### config.mk
export PLATFORM = sky130hd
export DESIGN_NAME = spi_rf_slave
export DESIGN_NICKNAME = d
export VERILOG_FILES = /design/src/rtl/spi_rf_pkg.sv /design/src/rtl/spi_rf_sync.sv /design/src/rtl/spi_rf_ctrl.sv /design/src/rtl/spi_rf_regbank.sv /design/src/rtl/spi_rf_tx.sv /design/src/rtl/spi_rf_slave.sv
export SDC_FILE = /design/constraint.sdc
export NUM_CORES = 1
export LEC_CHECK = 0
export BUFFER_PORTS_ARGS = -buffer_cell sky130_fd_sc_hd__buf_2
export CAP_MARGIN = 20
export CORE_MARGIN = 2
export CORE_UTILIZATION = 35
export DETAILED_ROUTE_END_ITERATION = 10
export PLACE_DENSITY_LB_ADDON = 0.1
export RECOVER_POWER = 25
export SLEW_MARGIN = 10
export SYNTH_ARGS = -nofsm -noshare
export SYNTH_HDL_FRONTEND = slang
export SYNTH_SLANG_ARGS = --single-unit
### constraint.sdc
create_clock -name clk -period 2 [get_ports clk]
set_input_delay 0.1 -clock clk [delete_from_list [all_inputs] [get_ports clk]]
set_output_delay 0.1 -clock clk [all_outputs]
set_load 0.01 [all_outputs]
### src/rtl/spi_rf_pkg.sv
package spi_rf_pkg;

    typedef enum logic [1:0] {
        ST_IDLE  = 2'd0,
        ST_ADDR  = 2'd1,
        ST_WDATA = 2'd2,
        ST_RDATA = 2'd3
    } spi_state_e;

endpackage

### src/rtl/spi_rf_sync.sv
module spi_rf_sync #(
    parameter int STAGES = 2
) (
    input  logic clk,
    input  logic rst_n,
    input  logic cs_n,
    input  logic sclk,
    input  logic sdi,
    output logic cs_act,
    output logic sclk_rise,
    output logic sclk_fall,
    output logic sdi_s
);
    localparam int NSIG = 3;
    localparam logic [NSIG-1:0] RST_VAL = 3'b100;

    logic [NSIG-1:0] raw;
    logic [NSIG-1:0] synced;
    logic            sclk_prev;

    assign raw = {cs_n, sclk, sdi};

    for (genvar b = 0; b < NSIG; b++) begin : g_bit
        logic [STAGES-1:0] chain;
        always_ff @(posedge clk or negedge rst_n) begin
            if (!rst_n) begin
                chain <= {STAGES{RST_VAL[b]}};
            end else begin
                chain <= {chain[STAGES-2:0], raw[b]};
            end
        end
        assign synced[b] = chain[STAGES-1];
    end

    always_ff @(posedge clk or negedge rst_n) begin
        if (!rst_n) begin
            sclk_prev <= 1'b0;
        end else begin
            sclk_prev <= synced[1];
        end
    end

    assign cs_act    = ~synced[2];
    assign sdi_s     = synced[0];
    assign sclk_rise = synced[1] & ~sclk_prev;
    assign sclk_fall = ~synced[1] & sclk_prev;

endmodule

### src/rtl/spi_rf_ctrl.sv
module spi_rf_ctrl
    import spi_rf_pkg::*;
#(
    parameter int NREG = 12,
    parameter int DW   = 8
) (
    input  logic            clk,
    input  logic            rst_n,
    input  logic            cs_act,
    input  logic            sclk_rise,
    input  logic            sclk_fall,
    input  logic            sdi_s,
    output spi_state_e      state,
    output logic [DW-2:0]   ptr,
    output logic            ptr_adv,
    output logic            wr_en,
    output logic [DW-1:0]   wr_data,
    output logic            tx_load,
    output logic            tx_shift
);
    localparam int AW   = DW - 1;
    localparam int BCW  = $clog2(DW);
    localparam int LAST = NREG - 1;

    spi_state_e       state_q, state_d;
    logic [BCW-1:0]   bit_cnt;
    logic [DW-2:0]    shreg;
    logic             last_bit;
    logic [AW-1:0]    ptr_next;

    assign last_bit = (bit_cnt == BCW'(DW - 1));
    assign ptr_next = (ptr >= AW'(LAST)) ? '0 : ptr + AW'(1);
    assign state    = state_q;

    // state register
    always_ff @(posedge clk or negedge rst_n) begin
        if (!rst_n) begin
            state_q <= ST_IDLE;
        end else begin
            state_q <= state_d;
        end
    end

    // next-state decision
    always_comb begin
        state_d = state_q;
        if (!cs_act) begin
            state_d = ST_IDLE;
        end else begin
            unique case (state_q)
                ST_IDLE:  state_d = ST_ADDR;
                ST_ADDR:  if (sclk_rise && last_bit) state_d = sdi_s ? ST_RDATA : ST_WDATA;
                ST_WDATA: state_d = ST_WDATA;
                ST_RDATA: state_d = ST_RDATA;
                default:  state_d = ST_IDLE;
            endcase
        end
    end

    // output strobes
    always_comb begin
        wr_en    = 1'b0;
        tx_load  = 1'b0;
        tx_shift = 1'b0;
        ptr_adv  = 1'b0;
        wr_data  = {shreg, sdi_s};
        if (cs_act) begin
            unique case (state_q)
                ST_WDATA: begin
                    wr_en   = sclk_rise && last_bit;
                    ptr_adv = sclk_rise && last_bit;
                end
                ST_RDATA: begin
                    ptr_adv  = sclk_rise && last_bit;
                    tx_load  = sclk_fall && (bit_cnt == '0);
                    tx_shift = sclk_fall && (bit_cnt != '0);
                end
                default: ;
            endcase
        end
    end

    // bit counter, input shifter and register pointer
    always_ff @(posedge clk or negedge rst_n) begin
        if (!rst_n) begin
            bit_cnt <= '0;
            shreg   <= '0;
            ptr     <= '0;
        end else if (!cs_act) begin
            bit_cnt <= '0;
            shreg   <= '0;
        end else if (sclk_rise && state_q != ST_IDLE) begin
            bit_cnt <= last_bit ? '0 : bit_cnt + BCW'(1);
            if (state_q != ST_RDATA) begin
                shreg <= {shreg[DW-3:0], sdi_s};
            end
            if (last_bit) begin
                if (state_q == ST_ADDR) begin
                    ptr <= shreg[AW-1:0];
                end else begin
                    ptr <= ptr_next;
                end
            end
        end
    end

endmodule

### src/rtl/spi_rf_regbank.sv
module spi_rf_regbank #(
    parameter int NREG = 12,
    parameter int DW   = 8
) (
    input  logic               clk,
    input  logic               rst_n,
    input  logic               wr_en,
    input  logic [DW-2:0]      addr,
    input  logic [DW-1:0]      wr_data,
    output logic [DW-1:0]      rd_data,
    output logic [NREG*DW-1:0] regs
);
    localparam int AW = DW - 1;

    for (genvar i = 0; i < NREG; i++) begin : g_reg
        always_ff @(posedge clk or negedge rst_n) begin
            if (!rst_n) begin
                regs[i*DW +: DW] <= '0;
            end else if (wr_en && addr == AW'(i)) begin
                regs[i*DW +: DW] <= wr_data;
            end
        end
    end

    // unmatched addresses fall through to zero
    always_comb begin
        rd_data = '0;
        for (int i = 0; i < NREG; i++) begin
            if (addr == AW'(i)) rd_data = regs[i*DW +: DW];
        end
    end

endmodule

### src/rtl/spi_rf_tx.sv
module spi_rf_tx #(
    parameter int DW = 8
) (
    input  logic          clk,
    input  logic          rst_n,
    input  logic          cs_act,
    input  logic          cs_n,
    input  logic          load,
    input  logic          shift,
    input  logic [DW-1:0] load_data,
    output logic          sdo,
    output logic          sdo_oe
);
    logic [DW-1:0] tx;
    logic          oe_q;

    always_ff @(posedge clk or negedge rst_n) begin
        if (!rst_n) begin
            tx   <= '0;
            oe_q <= 1'b0;
        end else if (!cs_act) begin
            tx   <= '0;
            oe_q <= 1'b0;
        end else if (load) begin
            tx   <= load_data;
            oe_q <= 1'b1;
        end else if (shift) begin
            tx <= {tx[DW-2:0], 1'b0};
        end
    end

    // raw chip select cuts the driver without waiting for the synchronizer
    assign sdo_oe = oe_q & ~cs_n;
    assign sdo    = sdo_oe & tx[DW-1];

endmodule

### src/rtl/spi_rf_slave.sv
module spi_rf_slave
    import spi_rf_pkg::*;
#(
    parameter int NREG   = 12,
    parameter int DW     = 8,
    parameter int STAGES = 2
) (
    input  logic               clk,
    input  logic               rst_n,
    input  logic               cs_n,
    input  logic               sclk,
    input  logic               sdi,
    output logic               sdo,
    output logic               sdo_oe,
    output logic [NREG*DW-1:0] regs
);
    localparam int AW = DW - 1;

    logic          cs_act, sclk_rise, sclk_fall, sdi_s;
    spi_state_e    state;
    logic [AW-1:0] ptr;
    logic          ptr_adv, wr_en, tx_load, tx_shift;
    logic [DW-1:0] wr_data, rd_data;

    spi_rf_sync #(.STAGES(STAGES)) i_sync (
        .clk       (clk),
        .rst_n     (rst_n),
        .cs_n      (cs_n),
        .sclk      (sclk),
        .sdi       (sdi),
        .cs_act    (cs_act),
        .sclk_rise (sclk_rise),
        .sclk_fall (sclk_fall),
        .sdi_s     (sdi_s)
    );

    spi_rf_ctrl #(.NREG(NREG), .DW(DW)) i_ctrl (
        .clk       (clk),
        .rst_n     (rst_n),
        .cs_act    (cs_act),
        .sclk_rise (sclk_rise),
        .sclk_fall (sclk_fall),
        .sdi_s     (sdi_s),
        .state     (state),
        .ptr       (ptr),
        .ptr_adv   (ptr_adv),
        .wr_en     (wr_en),
        .wr_data   (wr_data),
        .tx_load   (tx_load),
        .tx_shift  (tx_shift)
    );

    spi_rf_regbank #(.NREG(NREG), .DW(DW)) i_bank (
        .clk     (clk),
        .rst_n   (rst_n),
        .wr_en   (wr_en),
        .addr    (ptr),
        .wr_data (wr_data),
        .rd_data (rd_data),
        .regs    (regs)
    );

    spi_rf_tx #(.DW(DW)) i_tx (
        .clk       (clk),
        .rst_n     (rst_n),
        .cs_act    (cs_act),
        .cs_n      (cs_n),
        .load      (tx_load),
        .shift     (tx_shift),
        .load_data (rd_data),
        .sdo       (sdo),
        .sdo_oe    (sdo_oe)
    );

endmodule

==> out/qor.yml, run 1 <==
wl_per_cell_um: 22.6
min_to: "i_sync.g_bit[0].chain[0]$_DFF_PN0_"
syn_avg_cell_area_um2: 11.4
ys_types: 66
r2r_setup_slack_ns: -0.13
startpoint: "i_ctrl.ptr[0]$_DFFE_PN0P_"
outcome: "finished, violations left"
finalCritPeriodShare: 1.06
nets: 777
grt_max_degree: 54
critPathMaxFanout: 8
skew_ns: 0.00754
fmax_mhz: 470
violations: "negative setup slack"
timing.setup.tns_ns: -3.51
detail-route-antenna-nets: 0
p_leak_uw: 0.00463
netlist.area_leader.share: 0.500
rr_endpoint: "i_tx.tx[7]$_DFFE_PN0P_"
die_w_um: 140
min_from: "sdi"
instances_no_fill: 1008
synth_edf_count: 0
port_buffers: 102
synthFlopType: "dfrtp_1"
yosysSeqAreaShare: 0.508
regArea_um2: 3280
highest_layer: "met4"
synth_nets: 578
post-dp-hpwl_um: 16300
hold_viol: 0
async_flop_share: 1.00
ys_warn_count: 0
drc_errors: 0
wl_um: 22800
worst_pin_slew_ns: 1.05
clk_latency_ns: 0.42
synthTopCellsByCount: "dfrtp_1, mux2_2, nand2_1"
reg2reg_from: "i_ctrl.ptr[0]$_DFFE_PN0P_"
dr.pass1.iters: 5
max-clock-path-buffers: 2
cts_tree: "built"
htreeDepth: 4
multi_input_area_um2: 3430
cts_made_buffers: 17
synth_seq_cells: 131
fill_cells: 1644
num_rows: 49
endpoint_kind: "flip-flop"
min_path_type: "input pin to flip-flop"
syn_inst: 566
grt_pass1_vias: 5582
die_area_um2: 19600
reg2reg_depth: 8
hold_depth: 2
peakVddDrop_mv: 0.586
start_kind: "flip-flop"
die_height_um: 140
drtIter0Drc: 361
pre_cts_ws_ns: -0.330
synth.most_common_cell: "dfrtp_1"
place_inst: 954
vias: 5535
drive_gt1_frac: 0.514
synthesis.area_um2: 6460
core_area_um2: 18000
final-setup-viol-count: 81
powerDensity_nw_per_um2: 661
grt_pass1_wl_um: 34800
criticalPathCategory: "flip-flop to flip-flop"
setup_slack_ns: -0.127
ys_top_cells_by_area: "dfrtp_1, mux2_2, a21oi_1"
postPlaceCellArea_um2: 7910
clock_sinks: 131
min_period_ns: 2.13
overflow: 0
met2WireLength_um: 10700
cap_violations: 0
gp_congestion: 0.880
antenna_found_initial: 1
detail_route.vias_per_cell: 5.49
initial_core_util: 0.358
rsz0062_at_grt: "yes"
grtUsageTotal: 0.236
cts_root_buf: "clkbuf_16"
wl_met1_um: 10400
yosysTopAreaCell: "dfrtp_1"
arrival_ns: 2.43
met3_length_um: 1190
cp.required_ns: 2.31
clk_pin_slew_worst_paths_ns: 0.06
finalMaxSlewViolations: 0
hold_slack_ns: 0.320
stdcell_area_um2: 9230
relSlewSlack: 0.302
io_pins: 103
syn_to_final_growth_pct: 43.0
-- flip-flops by register name, summed over array words and instances (netlist names) --
register and cells:
i_bank.regs 96, i_tx.tx 8, i_ctrl.ptr 7, i_ctrl.shreg 7, i_sync.g_bit.chain 6, i_ctrl.bit_cnt 3
i_ctrl.state 2, i_sync.sclk_prev 1, i_tx.oe_q 1
-- through the flow --
step / util / total power, µW
6_report: 0.512 / 6100
5_1_grt: 0.512 / 6290
4_1_cts: 0.495 / 6170
3_5_place_dp: 0.439 / 2860
3_3_place_gp: 0.439 / 2860
2_1_floorplan: - / 2760
-- worst max path at each step --
stage                                  end  slack, ns  depth (start not counted)
finish              i_tx.tx[7]$_DFFE_PN0P_      -0.13                          8
global route        i_tx.tx[3]$_DFFE_PN0P_      -0.20                          7
CTS                 i_tx.tx[5]$_DFFE_PN0P_      -0.11                          9
detailed placement  i_tx.tx[5]$_DFFE_PN0P_      -0.33                          9
global placement    i_tx.tx[5]$_DFFE_PN0P_      -0.28                          7
floorplan           i_tx.tx[6]$_DFFE_PN0P_      -0.04                          6
-- worst max-delay path: stages, from the launching register on --
cell and delay [ns]:
dfrtp_2 0.46, buf_12 0.15, ha_4 0.17, buf_4 0.17, and3_1 0.18, buf_4 0.16, a2111o_1 0.34, a211oi_4 0.28
o31ai_2 0.10
-- power breakdown --
group / leakage (µW) / switching (µW) / internal (µW)
logic: 0.00253 / 93.2 / 37.8
clock network: 0.000293 / 1220 / 2070
registers: 0.00181 / 18.6 / 2660
total: 0.00463 / 1330 / 4770
-- cells by family (layout without fill, tap and decap cells) --
group / after synthesis / in the layout / share of synthesized area
simple gates: 154 / 155 / 0.136
compound gates: 117 / 117 / 0.129
xor+xnor: 1 / 1 / 0.00136
other cells: 0 / 1 / 0
buf+inv: 54 / 265 / 0.0353
mux: 102 / 102 / 0.176
fa+ha+maj: 7 / 7 / 0.0136
flops: 131 / 131 / 0.508
-- cell usage in the layout (no fill, tap or decap), types with 10 or more instances in the layout --
cell type and count:
mux2_2 62, inv_1 10, o21ai_0 10, nand2_1 19, dfrtp_1 127, buf_2 100
nand3_1 11, mux2_4 25, clkbuf_16 17, a21oi_1 24, nor2_1 26, buf_6 19
nor2b_1 17, buf_4 88
-- cell type report --
class                   count  share of cell area
diodes                      1            0.000271
clock buffers              22              0.0514
clock inverters            10              0.0160
inverters                  12             0.00488
multi-input cells         382               0.372
flip-flops and latches    131               0.356
well taps                 229              0.0310
repair buffers            221               0.169
-- timing repair --
item | 4_1_cts | 5_1_grt
endpoints found under the hold margin | 38 | 0
endpoints found under the setup margin | 103 | 106
gates cloned | 2 | 0
buffers inserted | 7 | 13
resized for setup | 77 | 55
hold buffers | 4 | 0
pin swaps | 19 | 16
-- metal layers --
layer	up-vias	global-route usage
li1	2498	-
met1	2811	0.331
met2	193	0.367
met3	33	0.0440
met4	0	0.0821
met5	-	0
Note: power is estimated with default switching activity, not from simulation.
==> run 2, diff against run 1 <==
- CTS_BUF_LIST: default -> sky130_fd_sc_hd__clkbuf_16
- SLEW_MARGIN: 10 -> default
- SYNTH_HIERARCHICAL: default -> 1
==> out/qor.yml, run 2 <==
dr.pass1.iters: 4  # was 5
endpoint_kind: "flip-flop"  # unchanged
min_path_type: "input pin to flip-flop"  # unchanged
wl_per_cell_um: 21.3  # was 22.6 µm
die_w_um: 141  # was 140 µm
regMostFlops: "i_bank/regs"  # was i_bank.regs
post-dp-hpwl_um: 12800  # was 16300 µm
mostFrequentLayoutCells: "dfrtp_1, buf_2, mux2_2"  # was dfrtp_1, buf_2, buf_4
cts_made_buffers: 17  # unchanged
peakVddDrop_mv: 0.561  # was 0.586 mV
cts_tree: "built"  # unchanged
cp.required_ns: 2.30  # was 2.31 ns
antenna_cells: 0  # was 1
syn_to_final_growth_pct: 30.1  # was 43.0%
max-clock-path-buffers: 2  # unchanged
async_flop_share: 1.00  # unchanged
grtUsageTotal: 0.192  # was 0.236
p_leak_uw: 0.00436  # was 0.00463 µW
nets: 637  # was 777
met3_length_um: 632  # was 1190 µm
pwr-share-seq: 0.457  # was 0.439
powerDensity_nw_per_um2: 686  # was 661 nW/µm²
finalCritPeriodShare: 1.00  # was 1.06
cap_violations: 0  # unchanged
multi_input_area_um2: 3150  # was 3430 µm²
clk_pin_slew_worst_paths_ns: 0.06  # about the same
clk_latency_ns: 0.42  # about the same
place_inst: 828  # was 954
wl_met1_um: 8650  # was 10400 µm
synth_nets: 493  # was 578
htreeDepth: 4  # unchanged
swShare: 0.210  # was 0.218
detail-route-antenna-nets: 0  # unchanged
instances_no_fill: 874  # was 1008
reg_top3: "i_bank/regs: 96 flops, i_tx/tx: 8 flops"  # was i_bank.regs: 96 flops, i_tx.tx: 8 flops
yosysTopAreaCell: "dfrtp_1"  # unchanged
final-setup-viol-count: 6  # was 81
reg2reg_depth: 5  # was 8
synthTopCellsByCount: "dfrtp_1, mux2_2, mux2_4"  # was dfrtp_1, mux2_2, nand2_1
grt_pass1_wl_um: 28600  # was 34800 µm
stdcell_area_um2: 8540  # was 9230 µm²
die_area_um2: 19900  # was 19600 µm²
initial_core_util: 0.354  # was 0.358
synth.most_common_cell: "dfrtp_1"  # unchanged
timing.setup.tns_ns: -0.0127  # was -3.51 ns
final_core_util: 0.460  # was 0.512
p_int_uw: 4630  # was 4770 µW
critPathMaxFanout: 31  # was 8
yosysSeqAreaShare: 0.499  # was 0.508
start_kind: "flip-flop"  # unchanged
grt_max_degree: 51  # was 54
clock_power_share: 0.520  # was 0.539
antenna_found_initial: 0  # was 1
finalMaxSlewViolations: 0  # unchanged
hold_slack_ns: 0.320  # about the same
synth_seq_cells: 131  # unchanged
fmax_mhz: 499  # was 470 MHz
vias: 4578  # was 5535
gp_congestion: 0.770  # was 0.880
drc_errors: 0  # unchanged
detail_route.vias_per_cell: 5.24  # was 5.49
outcome: "finished, violations left"  # unchanged
overflow: 0  # unchanged
rsz0062_at_grt: "yes"  # unchanged
regArea_um2: 3290  # was 3280 µm²
hold_depth: 2  # unchanged
violations: "negative setup slack"  # unchanged
syn_avg_cell_area_um2: 13.6  # was 11.4 µm²
criticalPathCategory: "flip-flop to flip-flop"  # unchanged
num_rows: 50  # was 49
worst_pin_slew_ns: 1.40  # was 1.05 ns
ys_top_cells_by_area: "dfrtp_1, mux2_2, mux2_4"  # was dfrtp_1, mux2_2, a21oi_1
cts_root_buf: "clkbuf_16"  # unchanged
mostFrequentLayoutCell: "dfrtp_1"  # unchanged
postPlaceCellArea_um2: 7640  # was 7910 µm²
arrival_ns: 2.30  # was 2.43 ns
die_height_um: 141  # was 140 µm
netlist.area_leader.share: 0.491  # was 0.500
core_area_um2: 18600  # was 18000 µm²
port_buffers: 102  # unchanged
highest_layer: "met4"  # unchanged
pwr-share-comb: 0.022  # was 0.021
met2WireLength_um: 9120  # was 10700 µm
ys_warn_count: 6  # was 0
drive_gt1_frac: 0.541  # was 0.514
fill_cells: 1736  # was 1644
syn_inst: 484  # was 566
skew_ns: 0.0101  # was 0.00754 ns
wl_um: 18700  # was 22800 µm
drtIter0Drc: 257  # was 361
clock_sinks: 131  # unchanged
ys_types: 66  # unchanged
min_period_ns: 2.00  # was 2.13 ns
largest_reg_flops: 96  # unchanged
grt_pass1_vias: 4827  # was 5582
synthesis.area_um2: 6570  # was 6460 µm²
p_switching_uw: 1230  # was 1330 µW
hold_viol: 0  # unchanged
io_pins: 103  # unchanged
synthFlopType: "dfrtp_1"  # unchanged
synth_edf_count: 0  # unchanged
setup_slack_ns: -0.00402  # was -0.127 ns
relSlewSlack: 0.0644  # was 0.302
[run 2: cell types whose count changed in the layout (fill, tap and decap cells not counted), sizes merged, moves of 12 or more]
cell,previous run,this run
a21oi,27,8
buf,213,153
mux4,0,14
nand2,31,19
nor2,28,9
[run 2: layer usage]
metal  GRT usage  vias up
met3      0.0370       15
met2       0.317       88
met5           0        -
li1            -     2066
met1       0.261     2409
met4      0.0532        0
[run 2: area by class of cell]
cell class | count | share of cell area
tap | 234 | 0.0343
inverter | 9 | 0.00395
timing repair buffer | 162 | 0.141
multi-input combinational | 307 | 0.369
clock inverter | 14 | 0.0173
sequential | 131 | 0.385
clock buffer | 17 | 0.0498
[run 2: cells by family after synthesis]
logic type      count (synthesis)  synth area share
compound gates                 61            0.0749
simple gates                  108             0.106
fa+ha+maj                       4           0.00762
mux                           134             0.268
flops                         131             0.499
buf+inv                        46            0.0438
[run 2: metrics by stage]
| step | worst slack [ns] | total power, µW |
|---|---|---|
| floorplan | -0.0251 | 2760 |
| global placement | -0.169 | 2850 |
| detailed placement | -0.162 | 2850 |
| CTS | 0.000647 | 5930 |
| global route | -0.0563 | 6070 |
| finish | -0.00402 | 5860 |
[run 2: critical path, stage by stage, from the launching register on]
cell	delay [ns]
dfrtp_4	0.58
buf_12	0.20
nor2_1	0.23
buf_4	0.19
and3_4	0.33
mux2_4	0.32
[run 2: worst paths after layout]
kind,startpoint,end,slack [ns]
worst max-delay path,i_ctrl/ptr[1]$_DFFE_PN0P_,i_bank/regs[2]$_DFFE_PN0P_,-0.004
worst min-delay path,sdi,i_sync/g_bit[0].chain[0]$_DFF_PN0_,0.32
worst max register to register,i_ctrl/ptr[1]$_DFFE_PN0P_,i_bank/regs[2]$_DFFE_PN0P_,-0.004
worst min register to register,i_sync/g_bit[0].chain[0]$_DFF_PN0_,i_sync/g_bit[0].chain[1]$_DFF_PN0_,0.35
max in group asynchronous,rst_n,i_bank/regs[79]$_DFFE_PN0P_,0.54
min in group asynchronous,rst_n,i_bank/regs[25]$_DFFE_PN0P_,0.54
[run 2: power groups by stage]
stage | logic, µW | clock network (µW) | registers (µW)
after floorplan | 46.1 | 0 | 2720
after global placement | 123 | 0 | 2720
after detailed placement | 125 | 0 | 2720
after CTS | 132 | 3120 | 2680
after global routing | 148 | 3240 | 2680
final | 131 | 3050 | 2680
[run 2: repair_timing]
action / 4_1_cts / 5_1_grt
resized for setup: 8 / 39
endpoints found under the hold margin: 51 / 0
setup endpoints to repair: 92 / 83
setup buffers: 1 / 8
hold buffers: 4 / 0
pin swaps: 2 / 24
cloned: 0 / 2
